`config.mk`:
```
export PLATFORM = sky130hd
export DESIGN_NAME = capin_conditioner
export DESIGN_NICKNAME = d
export VERILOG_FILES = /design/src/rtl/capin_pkg.sv /design/src/rtl/capin_prescaler.sv /design/src/rtl/capin_filter.sv /design/src/rtl/capin_channel.sv /design/src/rtl/capin_conditioner.sv
export SDC_FILE = /design/constraint.sdc
export NUM_CORES = 1
export LEC_CHECK = 0
export ABC_AREA = 1
export BUFFER_PORTS_ARGS = -buffer_cell sky130_fd_sc_hd__buf_2
export CAP_MARGIN = 20
export CORE_UTILIZATION = 53
export DETAILED_ROUTE_END_ITERATION = 8
export HOLD_SLACK_MARGIN = 0.05
export PLACE_DENSITY = 0.81
export RECOVER_POWER = 100
export SKIP_CTS_REPAIR_TIMING = 1
export SLEW_MARGIN = 20
export SYNTH_ARGS = -nofsm -noshare
export SYNTH_HDL_FRONTEND = slang
export SYNTH_SLANG_ARGS = --single-unit
```
`constraint.sdc`:
```
create_clock -name clk -period 1.4 [get_ports clk]
set_clock_uncertainty 0.1 [all_clocks]
set_input_delay 0.28 -clock clk [delete_from_list [all_inputs] [get_ports clk]]
set_output_delay 0.28 -clock clk [all_outputs]
set_load 0.03 [all_outputs]
```
`src/rtl/capin_pkg.sv`:
```
`timescale 1ns/1ps
package capin_pkg;

  typedef enum logic [1:0] {
    SRC_PIN   = 2'b00,
    SRC_RSV_A = 2'b01,
    SRC_ENC   = 2'b10,
    SRC_RSV_B = 2'b11
  } src_sel_e;

  typedef enum logic [1:0] {
    EDGE_RISE   = 2'b00,
    EDGE_FALL   = 2'b01,
    EDGE_BOTH   = 2'b10,
    EDGE_BOTH_X = 2'b11
  } edge_mode_e;

  localparam int unsigned RATE_W  = 3;
  localparam int unsigned PRESC_W = 6;

  // Terminal count of the prescaler for a rate code (divisor minus one).
  function automatic logic [PRESC_W-1:0] rate_to_limit(input logic [RATE_W-1:0] code);
    logic [PRESC_W-1:0] lim;
    case (code)
      3'd0:    lim = PRESC_W'(0);
      3'd1:    lim = PRESC_W'(1);
      3'd2:    lim = PRESC_W'(3);
      3'd3:    lim = PRESC_W'(15);
      3'd4:    lim = PRESC_W'(31);
      default: lim = PRESC_W'(63);
    endcase
    return lim;
  endfunction

endpackage

```
`src/rtl/capin_prescaler.sv`:
```
`timescale 1ns/1ps
module capin_prescaler import capin_pkg::*; #(
  parameter int unsigned CNT_W = PRESC_W
) (
  input  logic              clk,
  input  logic              rst_n,
  input  logic [RATE_W-1:0] rate,
  output logic              tick
);

  logic [CNT_W-1:0] cnt_q;
  logic [CNT_W-1:0] cnt_d;
  logic [CNT_W-1:0] limit;

  // A count at or past the limit ends the period, so a rate change never stalls.
  always_comb begin
    limit = CNT_W'(rate_to_limit(rate));
    tick  = (cnt_q >= limit);
    cnt_d = tick ? '0 : cnt_q + 1'b1;
  end

  always_ff @(posedge clk or negedge rst_n) begin
    if (!rst_n) cnt_q <= '0;
    else        cnt_q <= cnt_d;
  end

endmodule

```
`src/rtl/capin_filter.sv`:
```
`timescale 1ns/1ps
module capin_filter #(
  parameter int unsigned FILT_LEN = 3
) (
  input  logic clk,
  input  logic rst_n,
  input  logic samp_tick,
  input  logic din,
  output logic dout
);

  localparam int unsigned HW = FILT_LEN - 1;

  logic [HW-1:0] hist_q;
  logic [HW-1:0] hist_d;
  logic [HW:0]   window;
  logic          out_q;
  logic          out_d;

  assign window = {hist_q, din};

  always_comb begin
    hist_d = hist_q;
    out_d  = out_q;
    if (samp_tick) begin
      hist_d = window[HW-1:0];
      if (&window)       out_d = 1'b1;
      else if (~|window) out_d = 1'b0;
    end
  end

  always_ff @(posedge clk or negedge rst_n) begin
    if (!rst_n) begin
      hist_q <= '0;
      out_q  <= 1'b0;
    end else begin
      hist_q <= hist_d;
      out_q  <= out_d;
    end
  end

  assign dout = out_q;

endmodule

```
`src/rtl/capin_channel.sv`:
```
`timescale 1ns/1ps
module capin_channel import capin_pkg::*; #(
  parameter int unsigned SYNC_STAGES = 2,
  parameter int unsigned FILT_LEN    = 3
) (
  input  logic       clk,
  input  logic       rst_n,
  input  logic       pin,
  input  logic       enc,
  input  logic [1:0] src_sel,
  input  logic [1:0] edge_mode,
  input  logic       enable,
  input  logic       bypass,
  input  logic       samp_tick,
  output logic       pulse,
  output logic       level
);

  logic                   raw;
  logic [SYNC_STAGES-1:0] sync_q;
  logic [SYNC_STAGES-1:0] sync_d;
  logic                   synced;
  logic                   filt_lvl;
  logic                   lvl;
  logic                   prev_q;
  logic                   pulse_q;
  logic                   pulse_d;
  logic                   rise;
  logic                   fall;
  logic                   hit;

  // Source choice; reserved codes park the channel low.
  always_comb begin
    case (src_sel_e'(src_sel))
      SRC_PIN: raw = pin;
      SRC_ENC: raw = enc;
      default: raw = 1'b0;
    endcase
  end

  assign sync_d = {sync_q[SYNC_STAGES-2:0], raw};
  assign synced = sync_q[SYNC_STAGES-1];

  capin_filter #(.FILT_LEN(FILT_LEN)) u_filt (
    .clk       (clk),
    .rst_n     (rst_n),
    .samp_tick (samp_tick),
    .din       (synced),
    .dout      (filt_lvl)
  );

  assign lvl = bypass ? synced : filt_lvl;

  always_comb begin
    rise = lvl & ~prev_q;
    fall = ~lvl & prev_q;
    case (edge_mode_e'(edge_mode))
      EDGE_RISE: hit = rise;
      EDGE_FALL: hit = fall;
      default:   hit = rise | fall;
    endcase
    pulse_d = enable & hit;
  end

  always_ff @(posedge clk or negedge rst_n) begin
    if (!rst_n) begin
      sync_q  <= '0;
      prev_q  <= 1'b0;
      pulse_q <= 1'b0;
    end else begin
      sync_q  <= sync_d;
      prev_q  <= lvl;
      pulse_q <= pulse_d;
    end
  end

  assign pulse = pulse_q;
  assign level = lvl;

endmodule

```
`src/rtl/capin_conditioner.sv`:
```
`timescale 1ns/1ps
module capin_conditioner import capin_pkg::*; #(
  parameter int unsigned NUM_CH      = 3,
  parameter int unsigned SYNC_STAGES = 2,
  parameter int unsigned FILT_LEN    = 3
) (
  input  logic                clk,
  input  logic                rst_n,
  input  logic [NUM_CH-1:0]   pin_in,
  input  logic [NUM_CH-1:0]   enc_sig,
  input  logic [2*NUM_CH-1:0] src_sel,
  input  logic [RATE_W-1:0]   flt_rate,
  input  logic                flt_bypass,
  input  logic [2*NUM_CH-1:0] edge_mode,
  input  logic [NUM_CH-1:0]   ch_en,
  output logic [NUM_CH-1:0]   edge_pulse,
  output logic [NUM_CH-1:0]   level
);

  localparam int unsigned RST_STAGES = 2;

  logic [RST_STAGES-1:0] rst_pipe_q;
  logic [RST_STAGES-1:0] rst_pipe_d;
  logic                  core_rst_n;
  logic                  samp_tick;

  // Reset asserts at once and leaves on a clock edge.
  assign rst_pipe_d = {rst_pipe_q[RST_STAGES-2:0], 1'b1};

  always_ff @(posedge clk or negedge rst_n) begin
    if (!rst_n) rst_pipe_q <= '0;
    else        rst_pipe_q <= rst_pipe_d;
  end

  assign core_rst_n = rst_pipe_q[RST_STAGES-1];

  capin_prescaler #(.CNT_W(PRESC_W)) u_presc (
    .clk   (clk),
    .rst_n (core_rst_n),
    .rate  (flt_rate),
    .tick  (samp_tick)
  );

  for (genvar g = 0; g < NUM_CH; g++) begin : g_ch
    capin_channel #(
      .SYNC_STAGES (SYNC_STAGES),
      .FILT_LEN    (FILT_LEN)
    ) u_ch (
      .clk       (clk),
      .rst_n     (core_rst_n),
      .pin       (pin_in[g]),
      .enc       (enc_sig[g]),
      .src_sel   (src_sel[2*g +: 2]),
      .edge_mode (edge_mode[2*g +: 2]),
      .enable    (ch_en[g]),
      .bypass    (flt_bypass),
      .samp_tick (samp_tick),
      .pulse     (edge_pulse[g]),
      .level     (level[g])
    );
  end

endmodule

```
; ---- Word level (Yosys, flattened, before mapping)
; Index checks and enable logic that the tools add are counted.
[totals]
register_bits = 29
output_inout_bits = 6
inputBits = 27
word_cells = 83
[classes]
add_sub_neg = 1
n_eq_ne = 13
n_lt_le_gt_ge = 1
n_mux = 17
reduce_logical = 16
bitwise_logic = 18
[ops]
columns = operator, n
row1 = $pmux 6 s5, 1
row2 = $logic_not 2->1, 6
row3 = $pmux 1 s2, 6
row4 = $and 1x1->1, 9
row5 = $mux 1, 9
row6 = $reduce_and 3->1, 3
row7 = $reduce_or 3->1, 3
row8 = $add 6x1->6 const B, 1
row9 = $eq 2x1->1 const B, 3
row10 = $eq 2x2->1 const B, 3
row11 = $eq 3x2->1 const B, 2
row12 = $ge 6x6->1, 1
row13 = $mux 6, 1
row14 = $ne 2x2->1 const B, 3
row15 = $not 1->1, 6
row16 = $reduce_and 2->1, 3
row17 = $eq 3x1->1 const B, 1
row18 = $eq 3x3->1 const B, 1
row19 = $logic_not 3->1, 1
row20 = $or 1x1->1, 3

; ---- Logic depth before layout (Yosys ltp)
; Gate-level depths: netlist of the first run.
[depth]
depth_word = 6
ltp_mapped = 12
depth_no_buf = 12

; ---- Cells and area by module
; Synthesis of the first run repeated with hierarchy kept, for this count alone.
[unflattened]
hier_cells = 176
hier_area_um2 = 1467.7
[by_module_without_submodules]
columns = module, seq_area_each_um2, area_each_um2, cells_per_inst, instances
row1 = capin_channel, 100.1, 203.9, 24, 3
row2 = capin_prescaler, 150.1, 407.9, 53, 1
row3 = capin_filter, 75.1, 131.4, 16, 3
row4 = capin_conditioner, 50.0, 53.8, 3, 1

; ---- Least setup slack after synthesis of the first run
; No wires, ideal clock.
[synth_timing]
path_kind = input to register
from = in flt_rate[0]
to = reg g_ch[1].u_ch.u_filt.hist_q[0]
path_slack_ns = -0.171
t_arrival_ns = 1.354
setup_time_ns = 0.118
path_stages = 8
required_ns = 1.182
path_buffers = 1
path_cell_list = o21ai_0 -> ha_1 -> a21oi_1 -> a21boi_2 -> nand2_4 -> buf_6 -> nand2_1 -> o21ai_2
[synth_via]
elab_chain_len = 3
word_cells_on_any_way = 7
cone_classes = order compare: 1 / eq/ne: 4 / mux: 1 / reduce/logical: 1
[synth_lines]
columns = element, line_no
row1 = "start, declared", capin_conditioner.sv:12  ; input logic [RATE_W-1:0] flt_rate,
row2 = "$eq 3x3->1, or another cell as far along", capin_pkg.sv:24  ; case (code)
row3 = $pmux 6 s5 *, capin_pkg.sv:24
row4 = $ge 6x6->1 *, capin_prescaler.sv:18  ; tick = (cnt_q >= limit);
row5 = "end signal, assigned", capin_filter.sv:37  ; hist_q <= hist_d;
row6 = "end, declared", capin_filter.sv:14  ; logic [HW-1:0] hist_q;
; Every way passes the cells marked *; elsewhere a longest branch is shown, timed or not.
; A chain may end at the register's enable or synchronous reset.

; ---- Worst setup path after layout of the first run
[layout_timing]
from = reg u_presc.cnt_q[5]
to = reg g_ch[0].u_ch.u_filt.hist_q[0]
[layout_via]
elab_chain_len = 1
[layout_lines]
columns = element, line_no
row1 = "start, declared", capin_prescaler.sv:11  ; logic [CNT_W-1:0] cnt_q;
row2 = "start signal, assigned", capin_prescaler.sv:24  ; else cnt_q <= cnt_d;
row3 = $ge 6x6->1, capin_prescaler.sv:18
row4 = "end signal, assigned", capin_filter.sv:37
row5 = "end, declared", capin_filter.sv:14
; Every way passes these cells.

==> impl_metrics.env, run 1 <==
export IMPL_violations_in_the_final_reports="setup timing"
export IMPL_vias_per_cell=5.30
export IMPL_ys_warn_count=0
export IMPL_areaGrowthSynthToFinish_pct=43.6
export IMPL_synth_yosys_seq_area_share_pct=46.8
export IMPL_hold_depth=3
export IMPL_cpMaxStageDelayCell="sky130_fd_sc_hd__dfrtp_1"
export IMPL_r2r_start="u_presc.cnt_q[5]"
export IMPL_post_synthesis_instance_total=171
export IMPL_cts_tree="built"
export IMPL_worst_slack_ns=-0.310
export IMPL_number_of_antenna_repair_diodes=0
export IMPL_final_max_slew_violation_count=0
export IMPL_placed_insts=248
export IMPL_wl_per_cell_um=15.3
export IMPL_worst_setup_path_start_kind="flop"
export IMPL_timing_max_cap_violations=0
export IMPL_num_vias=1426
export IMPL_design_core_area_um2=2760
export IMPL_rows=19
export IMPL_compound_gate_fraction_of_synth_area_pct=10.9
export IMPL_slew_headroom_pct=40.9
export IMPL_buffer_ports_inserted=32
export IMPL_timing_final_crit_period_ns=1.71
export IMPL_reg2reg_slack_ns=-0.31
export IMPL_comb_power_share_pct=46.7
export IMPL_routabilityCongestion=0.808
export IMPL_clockBufferDepth=2
export IMPL_dpl_worst_slack_ns=-0.463
export IMPL_synth_top_family_by_area="simple AND/OR/NAND/NOR gates"
export IMPL_clkSlewWorstSetupHoldPaths_ns=0.10
export IMPL_worst_ep_arrival_time_ns=1.84
export IMPL_critical_path_max_stage_delay_ns=0.42
export IMPL_postLayoutCoreUtil_pct=80.7
export IMPL_critical_path_reg2reg_endpoint="g_ch[0].u_ch.u_filt.hist_q[0]"
export IMPL_number_of_detailed_routing_iterations_run_before_antenna_repair=4
export IMPL_ios=33
export IMPL_power_report_internal_total_mw=2.28
export IMPL_die_w_um=56.1
export IMPL_critPathCaptureType="flop"
export IMPL_cts_made_buffers=5
export IMPL_number_of_global_route_vias_before_repair=1451
export IMPL_vdd_drop_max_v=0.00122
export IMPL_synth_simple_area_share_pct=17.5
export IMPL_tightest_slew_ns=0.886
export IMPL_fraction_of_layout_cells_with_a_size_suffix_above_1_pct=44.5
export IMPL_dieArea_um2=3150
export IMPL_synth_area_per_cell_um2=9.07
export IMPL_flip_flop_and_latch_count_after_synthesis=29
export IMPL_antenna_found_initial=0
export IMPL_static_leakage_power_nw=1.22
export IMPL_drc=0
export IMPL_final_design_area_no_fill_um2=2230
export IMPL_fin_nets=275
export IMPL_powerDensity_nw_per_um2=1670
export IMPL_path_cells="ha_4 > a21oi_2 > a21boi_4 > nand2_4 > buf_4 > nand2_2 > o21ai_2"
export IMPL_switching_share_of_total_power_pct=38.7
export IMPL_hpwlAfterDp_um=2620
export IMPL_layout_worst_path_cycle_share_pct=122
export IMPL_grt_max_degree=17
export IMPL_min_path_type="primary input to flop"
export IMPL_hold_violations=0
export IMPL_synth_xor_xnor_area_share_pct=1.13
export IMPL_setup_tns_ns=-5.12
export IMPL_detail_route_iter0_violations=30
export IMPL_die_height_um=56.1
export IMPL_achievable_frequency_mhz=585
export IMPL_grt_pass1_wl_um=5710
export IMPL_cts_root_buffer="sky130_fd_sc_hd__clkbuf_4"
export IMPL_power_frac_seq_pct=33.5
export IMPL_crit_required_ns=1.53
export IMPL_wl_um=4120
export IMPL_postPlaceCellArea_um2=1860
export IMPL_clkLatencyLatePin_ns=0.34
export IMPL_timing_final_setup_violations=21
export IMPL_finish_cell_count_without_fillers=269
export IMPL_worst_setup_path_type="flop to flop"
export IMPL_worstHoldStart="enc_sig[2]"
export IMPL_p_switching_mw=1.44
export IMPL_yosys_mux_area_fraction_pct=2.18
export IMPL_global_route_usage_total_pct=24.2
export IMPL_crit_fanout=6
export IMPL_global_route_overflow_total=0
export IMPL_mappedNetlistArea_um2=1550
export IMPL_clock_power_share_pct=19.8
export IMPL_ctsHtreeMaxLevel=2
export IMPL_cp_top_family="compound AO/OA/AOI/OAI gates"
export IMPL_postRouteAntennaNets=0
export IMPL_grt_setup_unrepaired="yes"
export IMPL_worst_hold_path_endpoint="g_ch[2].u_ch.sync_q[0]"
export IMPL_synthAdderAreaFrac_pct=8.88
export IMPL_synth_cell_type_count=26
export IMPL_wp_buf_inv=1
export IMPL_reg2reg_depth=7
export IMPL_initial_core_util_pct=56.2
export IMPL_status="finished, violations left"
export IMPL_clock_sink_count=29
export IMPL_synth_nets=209
-- cell usage in the layout, fill, tap and decap left out, drive strengths merged --
master       synthesis  final
buf                  8     52
nand2               36     37
inv                 32     32
dfrtp               29     29
nor2                17     17
clkbuf               0     14
ha                  11     11
o21ai               10     10
a21oi                8      8
dlygate4sd3          0      7
nand3                5      5
a211oi               3      3
o211ai               3      3
mux2                 3      3
nor3                 2      2
xnor2                1      1
a21boi               1      1
xor2                 1      1
bufinv               0      1
conb                 1      1
-- synthesized netlist by cell type (all sizes together) --
library cell | n | area share, %
a21boi | 1 | 0.73
a211oi | 3 | 1.5
nand3 | 5 | 2.6
a21oi | 8 | 2.6
conb | 1 | 0.24
nor2 | 17 | 4.4
mux2 | 3 | 2.2
inv | 32 | 7.7
nand2 | 36 | 9.5
xor2 | 1 | 0.57
nor3 | 2 | 0.97
dfrtp | 29 | 47
o21ai | 10 | 4.7
ha | 11 | 8.9
buf | 8 | 4.6
o211ai | 3 | 1.5
xnor2 | 1 | 0.57
-- final cells by class --
| cell class | count | area [um^2] |
|---|---|---|
| multi-input cells | 103 | 796 |
| flip-flops and latches | 29 | 726 |
| fillers | 153 | 532 |
| repair buffers | 66 | 460 |
| inverters | 32 | 120 |
| clock buffers | 7 | 55.1 |
| well taps | 31 | 38.8 |
| clock inverters | 1 | 30.0 |
-- flip-flops by register name, indices dropped and copies added (netlist names) --
signal                   cells
g_ch.u_ch.pulse              3
g_ch.u_ch.u_filt.hist_q      6
u_presc.cnt_q                6
rst_pipe_q                   2
g_ch.u_ch.sync_q             6
g_ch.u_ch.prev_q             3
g_ch.u_ch.u_filt.dout        3
-- cell families (layout without fill, tap and decap cells) --
logic type,count (synthesis),in the layout
adder cells (fa/ha/maj),11,11
XOR/XNOR,2,2
flip-flops,29,29
AND/OR/NAND/NOR,60,61
AO/OA/AOI/OAI,25,25
other,1,1
buffers and inverters,40,106
multiplexers,3,3
-- stage by stage --
step	total power [mW]	hold slack [ns]
after floorplan	2.07	-0.116
final	3.73	0.0615
after CTS	3.31	-0.405
after global placement	2.42	-0.0349
after detailed placement	2.57	-0.0336
after global routing	3.95	0.0606
-- worst max path at each step --
stage                                   startpoint                            end  slack (ns)  cells after the start
final                             u_presc.cnt_q[5]  g_ch[0].u_ch.u_filt.hist_q[0]       -0.31                      7
after global routing              u_presc.cnt_q[0]  g_ch[0].u_ch.u_filt.hist_q[0]       -0.39                     11
after CTS                 g_ch[0].u_ch.u_filt.dout                       level[0]       -0.38                      4
after detailed placement               flt_rate[0]  g_ch[0].u_ch.u_filt.hist_q[1]       -0.46                     13
after global placement                 flt_rate[0]  g_ch[0].u_ch.u_filt.hist_q[1]       -0.38                      9
after floorplan                   u_presc.cnt_q[5]  g_ch[1].u_ch.u_filt.hist_q[0]       -0.12                      7
-- power by group through the flow --
| stage | combinational, mW | sequential (mW) | clock, mW |
|---|---|---|---|
| after floorplan | 0.897 | 1.18 | 0 |
| after global placement | 1.22 | 1.20 | 0 |
| after detailed placement | 1.35 | 1.22 | 0 |
| after CTS | 1.36 | 1.20 | 0.749 |
| after global routing | 1.90 | 1.26 | 0.796 |
| final | 1.74 | 1.25 | 0.737 |
-- layer usage --
metal | global-route usage [%] | up-vias | routed length (um) | part of all wire [%]
li1 | - | 660 | - | -
met1 | 22.9 | 675 | 1420 | 34
met2 | 43.9 | 66 | 2270 | 55
met3 | 6.05 | 25 | 194 | 4.7
met4 | 19.2 | 0 | 242 | 5.9
met5 | 0 | - | 0 | 0
-- worst min-delay path: stages --
cell and delay [ns]:
sky130_fd_sc_hd__buf_2 0.09, sky130_fd_sc_hd__inv_1 0.04, sky130_fd_sc_hd__a211oi_1 0.05
Power figures use the tool's default switching activity.
==> run 2, diff against run 1 <==
Settings changed: CELL_PAD_IN_SITES_DETAIL_PLACEMENT set to 1, CELL_PAD_IN_SITES_GLOBAL_PLACEMENT set to 1, CORE_UTILIZATION 53 to 40.
==> run 2 against run 1 <==
Net effect: die area grew 31%; critical path type unchanged; power shrank 0.91%; cell count grew 2.6%; critical path depth grew 1; global-route usage shrank 4.7 points; clock power grew 23%; the run still ends with setup timing left.
==> impl_metrics.env, run 2 (synthesis results as in run 1) <==
export IMPL_design_power_mw=3.69
export IMPL_timing_max_cap_violations=0
export IMPL_clock_sink_count=29
export IMPL_grt_setup_unrepaired="yes"
export IMPL_die_height_um=64.3
export IMPL_crit_required_ns=1.47
export IMPL_most_common_layout_cells="sky130_fd_sc_hd__dfrtp_1, sky130_fd_sc_hd__inv_1, sky130_fd_sc_hd__nand2_1, sky130_fd_sc_hd__buf_2"
export IMPL_ios=33
export IMPL_min_path_type="primary input to flop"
export IMPL_clkSlewWorstSetupHoldPaths_ns=0.06
export IMPL_drc=0
export IMPL_worstHoldStart="src_sel[2]"
export IMPL_worst_setup_path_type="flop to flop"
export IMPL_number_of_detailed_routing_iterations_run_before_antenna_repair=4
export IMPL_path_cells="ha_1 > nand2_2 > inv_2 > a21boi_4 > nand2_2 > buf_6 > nand2_2 > o21ai_2"
export IMPL_comb_power_share_pct=42.5
export IMPL_die_w_um=64.3
export IMPL_global_route_usage_total_pct=19.6
export IMPL_r2r_start="u_presc.cnt_q[4]"
export IMPL_clkLatencyLatePin_ns=0.28
export IMPL_number_of_antenna_repair_diodes=0
export IMPL_postRouteAntennaNets=0
export IMPL_crit_top_cell="sky130_fd_sc_hd__nand2_2"
export IMPL_clockBufferDepth=2
export IMPL_wl_um=3990
export IMPL_fraction_of_layout_cells_with_a_size_suffix_above_1_pct=44.7
export IMPL_slew_headroom_pct=48.8
export IMPL_antenna_found_initial=0
export IMPL_tightest_slew_ns=0.767
export IMPL_powerDensity_nw_per_um2=1710
export IMPL_buffer_ports_inserted=32
export IMPL_reg_top3="g_ch.u_ch.sync_q x6, g_ch.u_ch.u_filt.hist_q x6, u_presc.cnt_q x6"
export IMPL_hold_violations=0
export IMPL_final_max_slew_violation_count=0
export IMPL_rows=22
export IMPL_crit_fanout=5
export IMPL_vias_per_cell=4.80
export IMPL_layout_worst_path_cycle_share_pct=119
export IMPL_worst_ep_arrival_time_ns=1.74
export IMPL_cp_top_family="flip-flops"
export IMPL_timing_final_crit_period_ns=1.67
export IMPL_fin_nets=265
export IMPL_timing_final_setup_violations=21
export IMPL_wl_per_cell_um=14.5
export IMPL_cts_made_buffers=5
export IMPL_wp_buf_inv=2
export IMPL_clock_power_share_pct=24.6
export IMPL_critPathCaptureType="flop"
export IMPL_num_vias=1324
export IMPL_grt_pass1_wl_um=5970
export IMPL_power_report_internal_total_mw=2.34
export IMPL_design_core_area_um2=3690
export IMPL_switching_share_of_total_power_pct=36.7
export IMPL_hpwlAfterDp_um=2710
export IMPL_hold_worst_slack_ns=0.0464
export IMPL_status="finished, violations left"
export IMPL_cts_tree="built"
export IMPL_power_frac_seq_pct=33.0
export IMPL_violations_in_the_final_reports="setup timing"
export IMPL_critical_path_max_stage_delay_ns=0.39
export IMPL_static_leakage_power_nw=1.15
export IMPL_routabilityCongestion=0.741
export IMPL_worst_setup_path_start_kind="flop"
export IMPL_setup_worst_path_start="u_presc.cnt_q[4]"
export IMPL_worst_slack_ns=-0.267
export IMPL_vdd_drop_max_v=0.000853
export IMPL_cts_root_buffer="sky130_fd_sc_hd__clkbuf_8"
export IMPL_grt_max_degree=15
export IMPL_achievable_frequency_mhz=600
export IMPL_ctsHtreeMaxLevel=2
export IMPL_p_switching_mw=1.35
export IMPL_dieArea_um2=4130
export IMPL_initial_core_util_pct=42.0
export IMPL_layout_commonest_cell="sky130_fd_sc_hd__dfrtp_1"
export IMPL_areaGrowthSynthToFinish_pct=39.1
export IMPL_detail_route_iter0_violations=32
export IMPL_number_of_global_route_vias_before_repair=1452
export IMPL_global_route_overflow_total=0
export IMPL_cpMaxStageDelayCell="sky130_fd_sc_hd__dfrtp_1"
[run 2: per-layer routing]
| layer | global-route usage, % | share of wire, % | wire length (um) | vias up |
|---|---|---|---|---|
| li1 | - | - | - | 641 |
| met2 | 37.5 | 58 | 2330 | 35 |
| met5 | 0 | 0 | 0 | - |
| met1 | 19.2 | 37 | 1480 | 641 |
| met4 | 11.4 | 1.7 | 66 | 0 |
| met3 | 3.57 | 3.1 | 122 | 7 |
[run 2: final timing paths]
check,endpoint,depth (start not counted),slack (ns)
setup / recovery,g_ch[0].u_ch.u_filt.hist_q[0],8,-0.27
hold / removal,g_ch[1].u_ch.sync_q[0],2,0.05
setup reg to reg,g_ch[0].u_ch.u_filt.hist_q[0],8,-0.27
hold reg to reg,g_ch[0].u_ch.sync_q[1],0,0.26
max in group asynchronous,g_ch[1].u_ch.u_filt.dout,1,0.39
min in group asynchronous,rst_pipe_q[0],2,0.21
[run 2: power by group through the flow]
stage	Sequential, mW	Clock (mW)	Combinational [mW]
6_report	1.22	0.908	1.57
5_1_grt	1.25	0.951	1.73
4_1_cts	1.20	0.908	1.33
3_5_place_dp	1.21	0	1.31
3_3_place_gp	1.20	0	1.18
2_1_floorplan	1.18	0	0.897
[run 2: metrics by stage]
| stage | instance area, um^2 | instances | utilization (%) | setup TNS (ns) | setup WS [ns] |
|---|---|---|---|---|---|
| 3_3_place_gp | 1860 | 263 | 50.5 | -4.81 | -0.334 |
| 4_1_cts | 1980 | 271 | 53.7 | -4.71 | -0.300 |
| 2_1_floorplan | 1570 | 171 | - | -1.81 | -0.124 |
| 3_5_place_dp | 1860 | 263 | 50.5 | -6.15 | -0.428 |
| 5_1_grt | 2160 | 276 | 58.5 | -5.84 | -0.357 |
| 6_report | 2160 | 276 | 58.5 | -4.02 | -0.267 |
[run 2: cell type report]
cell class | count | area (um^2)
clock buffer | 7 | 86.3
clock inverter | 1 | 30.0
tap | 48 | 60.1
multi-input combinational | 103 | 762
sequential | 29 | 726
timing repair buffer | 56 | 373
inverter | 32 | 120
fill | 442 | 1530
